## config.mk

```make
export PLATFORM = sky130hd
export DESIGN_NAME = fp_stack_rf
export DESIGN_NICKNAME = d
export VERILOG_FILES = /design/src/rtl/fp_stack_rf.sv
export SDC_FILE = /design/constraint.sdc
export NUM_CORES = 1
export LEC_CHECK = 0
export BUFFER_PORTS_ARGS = -buffer_cell sky130_fd_sc_hd__buf_2
export CAP_MARGIN = 20
export CORE_MARGIN = 2
export CORE_UTILIZATION = 52
export CTS_BUF_LIST = sky130_fd_sc_hd__clkbuf_8
export CTS_CLUSTER_DIAMETER = 40
export DETAILED_ROUTE_END_ITERATION = 12
export GPL_ROUTABILITY_DRIVEN = 0
export PLACE_DENSITY = 0.7
export SLEW_MARGIN = 5
export SYNTH_ARGS = -nofsm -noshare
export SYNTH_HDL_FRONTEND = slang
export SYNTH_SLANG_ARGS = --single-unit
```

## constraint.sdc

```tcl
create_clock -name clk -period 7.6 [get_ports clk]
set_input_delay 1.52 -clock clk [delete_from_list [all_inputs] [get_ports clk]]
set_output_delay 1.52 -clock clk [all_outputs]
set_load 0.01 [all_outputs]
```

## src/rtl/fp_stack_rf.sv

```systemverilog
module fp_stack_rf #(
  parameter int DEPTH = 8,
  parameter int TW    = 2,
  parameter int EW    = 16,
  parameter int FW    = 64
) (
  input  logic                     clk,
  input  logic                     rst,
  input  logic [2:0]               cmd_i,
  input  logic [$clog2(DEPTH)-1:0] ofs_i,
  input  logic [TW-1:0]            tag_i,
  input  logic [EW-1:0]            exp_i,
  input  logic [FW-1:0]            frac_i,
  output logic [TW-1:0]            tag_o,
  output logic [EW-1:0]            exp_o,
  output logic [FW-1:0]            frac_o,
  output logic [$clog2(DEPTH)-1:0] top_o
);
  localparam int AW = $clog2(DEPTH);
  localparam logic [2:0] C_PUSH = 3'd1, C_POP = 3'd2, C_RD = 3'd3, C_WR = 3'd4;

  logic [AW-1:0] top_q, sum, rd_addr, wr_addr;
  logic [TW-1:0] tag_q  [DEPTH];
  logic [EW-1:0] exp_q  [DEPTH];
  logic [FW-1:0] frac_q [DEPTH];
  logic [DEPTH-1:0] wsel;
  logic wr_en;

  assign sum     = top_q + ofs_i;
  assign rd_addr = (cmd_i == C_RD) ? sum : top_q;
  assign wr_addr = (cmd_i == C_PUSH) ? top_q - 1'b1 : sum;
  assign wr_en   = (cmd_i == C_PUSH) || (cmd_i == C_WR);

  assign tag_o  = tag_q[rd_addr];
  assign exp_o  = exp_q[rd_addr];
  assign frac_o = frac_q[rd_addr];
  assign top_o  = top_q;

  always_ff @(posedge clk) begin
    if (rst)                    top_q <= '0;
    else if (cmd_i == C_PUSH)   top_q <= top_q - 1'b1;
    else if (cmd_i == C_POP)    top_q <= top_q + 1'b1;
  end

  for (genvar i = 0; i < DEPTH; i++) begin : g_slot
    assign wsel[i] = wr_en && (wr_addr == AW'(i));
    always_ff @(posedge clk) begin
      if (rst) begin
        tag_q[i]  <= '1;
        exp_q[i]  <= '0;
        frac_q[i] <= '0;
      end else if (wsel[i]) begin
        tag_q[i]  <= tag_i;
        exp_q[i]  <= exp_i;
        frac_q[i] <= frac_i;
      end
    end
  end
endmodule


```

==> out/results.txt <==
The run gives 52.8% as the effective utilization at floorplan. The worst register-to-register path ends at frac_q[2][10]. For this run, asynchronously set or reset flops after synthesis account for 0%. The post-synthesis cell area is 0.0312 mm2.

The source of the worst register-to-register timing path was top_o[0]. Counting every sink on the clock net gives 659. For the worst flop-to-flop path, the logic depth is 9. The logs give 0.0591 mm2 for the floorplan core area and 0 for the hold buffer count at CTS. In this run the cell area measured after placement is 0.0326 mm2. Synthesis produced a netlist with a net count of 2230.

Post-synthesis cell type count: 28. From synthesis to final layout, the design area changed by 11.4%. In the synthesized netlist, the cells that appear most often are 656 x sky130_fd_sc_hd__edfxtp_1, 640 x sky130_fd_sc_hd__nor4_1, 329 x sky130_fd_sc_hd__mux2_2. For this run, the number of Yosys warnings is 0.

The number of global-route vias before repair was 20900. Yosys mapped a number of flops with a built-in enable equal to 656. The logs give 4586 for the filler cell count and 37200 um for the detailed placement HPWL.

Dividing the detail-routed wire length by the instance count gives 25.2 um. The number of instances on the worst hold path works out to 2. TritonCTS built the clock tree. On the final layout, the worst clock skew is 0.0331 ns. In this run the power density over the cells is 254 mW/mm2.

The logs give 0 for the remaining routing DRC violations and 0 for the post-detailed-route count of antenna-violating nets. The leakage dissipation came out at 11.9 nW. The critical path start-end classification is input pin to output port.

The tools report the final-stage net count as 2287. STA classifies the critical path endpoint as an output port. No sink is reached through more buffers than the 3 on the longest clock path.

Timing would allow up to 169 MHz. The die outline area is 0.0620 mm2, and the final-report setup violation count is 0. The number of hold violations in the final report is 0, and the number of maximum-capacitance constraint violations is 0. The tools report the required time at the endpoint of the critical path as 6.08 ns.

The number of buffers created by CTS was 116. By area the synthesized netlist is led by sky130_fd_sc_hd__edfxtp_1 63%, sky130_fd_sc_hd__nor4_1 13%, sky130_fd_sc_hd__mux2_2 12%, sky130_fd_sc_hd__mux4_2 5.9%, sky130_fd_sc_hd__clkbuf_1 2.3%. For the count of H-tree levels built during CTS, the log shows 3.

Violation count after the first detailed-routing iteration: 1715. The CTS root buffer is sky130_fd_sc_hd__clkbuf_8. The vertical die dimension is 249 um, and the gate count after technology mapping is 2136. Across every metal layer, demand over resource in global routing totals 24.5%. The launching element of the worst setup path is cmd_i[1]. The later pin in the worst-skew pair is clocked with a latency of 0.73 ns. Dividing the detail-routed via count by the number of cells gives 6.56. The final number of max-transition violations was 0; the largest fanout of any net on the critical path was 164. Once layout is done, the placed cells without fillers occupy 0.0348 mm2.

The part of the Yosys area used for sequential elements is 63.3%. The biggest area contributor in the post-synthesis netlist is sky130_fd_sc_hd__edfxtp_1. The first global-routing pass estimated 119000 um of wire. After routing, the total negative slack on setup checks comes to 0 ns. In this run the worst hold path is classified as register to register. Among all cell types in the netlist, the one instantiated most often is sky130_fd_sc_hd__edfxtp_1. Post-CTS timing repair inserted 0 buffers for setup.

The run gives 0.000143 V as the worst vdd rail ir drop. For this run the aggregate overflow at the end of global routing stands at 0. STA puts the critical path data arrival time at 4.39 ns. The run finished with clean final reports.

The tools report the via total after detailed routing as 20100. The tools report the worst reg-to-reg setup slack as 3.25 ns. Buffers placed on the I/O ports in this run total 174. Pin count of the biggest net entering global routing: 218.

The clock-pin slew of the registers on the worst-case setup and hold paths is 0.05 ns, and the transition time of the tightest slew-check pin is 1.12 ns. Worst-case hold path end point: top_o[1]. Of the post-synthesis cell area, the dominant cell type holds 63.1%. Averaged over all synthesized cells, the footprint is 14.6 um2.

The worst setup path is launched from an input pin. In this run, synthesis produced a sequential element count of 659. Post-CTS repair changed the size of 0 cells. The pre-antenna-repair detailed-routing pass consisted of 5 iterations. The most used flip-flop cell after synthesis is sky130_fd_sc_hd__edfxtp_1. Number of antenna violations at the first check in global routing: 4. Setup repair after global routing left no endpoint under its margin. For this block, the routed nets add up to 77200 um of wire.

The horizontal die dimension works out to 249 um. The proportion of layout cells with a drive suffix above 1 works out to 34.5%. The worst min-delay path startpoint was top_o[1]. The number of ports placed on the die boundary came out at 175.

The final critical path takes up 77.8% of the cycle. The final critical-path required period was 5.91 ns; the row count was 89. The run gives 25.1% as the worst relative slew slack.
-- power by group --
part	leakage, nW	total, W	switching (W)	internal [W]
clock	1.24	0.00314	0.00147	0.00167
sequential	6.74	0.00424	0.0000458	0.00420
combinational	3.92	0.00145	0.000994	0.000455
-- sequential cells by signal (all words and copies together) (netlist names) --
name and flops:
exp_q 128, top_o 3, tag_q 16, frac_q 512
-- cell families (layout without fill, tap and decap cells) --
family	count (synthesis)	count (layout)	share of synthesized area (%)
AO/OA/AOI/OAI	20	20	0.469
other	0	2	0
AND/OR/NAND/NOR	674	674	13.5
adder cells (fa/ha/maj)	4	4	0.184
multiplexers	412	412	17.8
buffers and inverters	361	511	4.50
XOR/XNOR	6	6	0.168
flip-flops	659	659	63.3
-- metrics by stage --
step | cells | setup slack [ns] | power (W) | hold WS [ns] | utilization [%]
6_report | 3061 | 1.69 | 0.00883 | 0.611 | 58.8
3_5_place_dp | 2848 | 1.73 | 0.00576 | 0.606 | 55.1
3_3_place_gp | 2848 | 1.74 | 0.00573 | 0.603 | 55.1
4_1_cts | 3059 | 1.73 | 0.00887 | 0.615 | 58.8
2_1_floorplan | 2136 | 2.35 | 0.00529 | 0.561 | -
5_1_grt | 3061 | 1.63 | 0.00913 | 0.662 | 58.8
-- area by class of cell --
class                           count  area [um2]  area share [%]
Tap cell                          773         967            2.78
Clock buffer                      116        1600            4.59
Antenna cell                        2        5.00          0.0144
Multi-Input combinational cell   1116       10200            29.4
Sequential cell                   659       19800            56.8
Timing Repair Buffer              213        1290            3.71
Inverter                           87         327           0.939
Clock inverter                     95         619            1.78
-- routing by layer --
layer,global-route usage (%),wire (um),share of wire [%]
met1,31.4,31200,40
met2,42.2,39100,51
met3,4.29,4960,6.4
met4,8.85,1960,2.5
met5,0,25,0.032
-- critical path, cell delays in order --
cell	delay (ns)
sky130_fd_sc_hd__buf_2	0.25
sky130_fd_sc_hd__nand3b_1	0.29
sky130_fd_sc_hd__mux2i_4	0.32
sky130_fd_sc_hd__buf_12	0.58
sky130_fd_sc_hd__mux2_2	0.42
sky130_fd_sc_hd__mux4_2	0.52
sky130_fd_sc_hd__buf_2	0.17
-- worst max-delay path by stage --
stage / to
after floorplan: exp_o[0]
after global placement: frac_o[4]
after detailed placement: frac_o[4]
after CTS: exp_o[11]
after global routing: frac_o[37]
final: frac_o[46]
-- cell usage in the layout, fill, tap and decap left out, types with 3 or more instances in the layout --
cell and count:
sky130_fd_sc_hd__dfxtp_1 3, sky130_fd_sc_hd__clkinv_2 11, sky130_fd_sc_hd__bufinv_16 7, sky130_fd_sc_hd__buf_4 29, sky130_fd_sc_hd__nand3b_1 3, sky130_fd_sc_hd__buf_2 174
sky130_fd_sc_hd__mux4_2 82, sky130_fd_sc_hd__clkbuf_8 116, sky130_fd_sc_hd__clkinv_1 29, sky130_fd_sc_hd__o21ai_0 3, sky130_fd_sc_hd__nor4_1 640, sky130_fd_sc_hd__nor2_1 6
sky130_fd_sc_hd__mux2_2 329, sky130_fd_sc_hd__ha_1 3, sky130_fd_sc_hd__a31o_4 8, sky130_fd_sc_hd__buf_12 10, sky130_fd_sc_hd__edfxtp_1 656, sky130_fd_sc_hd__inv_1 122
sky130_fd_sc_hd__clkinvlp_4 8, sky130_fd_sc_hd__or4_1 16
No activity file was read; power rests on OpenSTA's default activity.
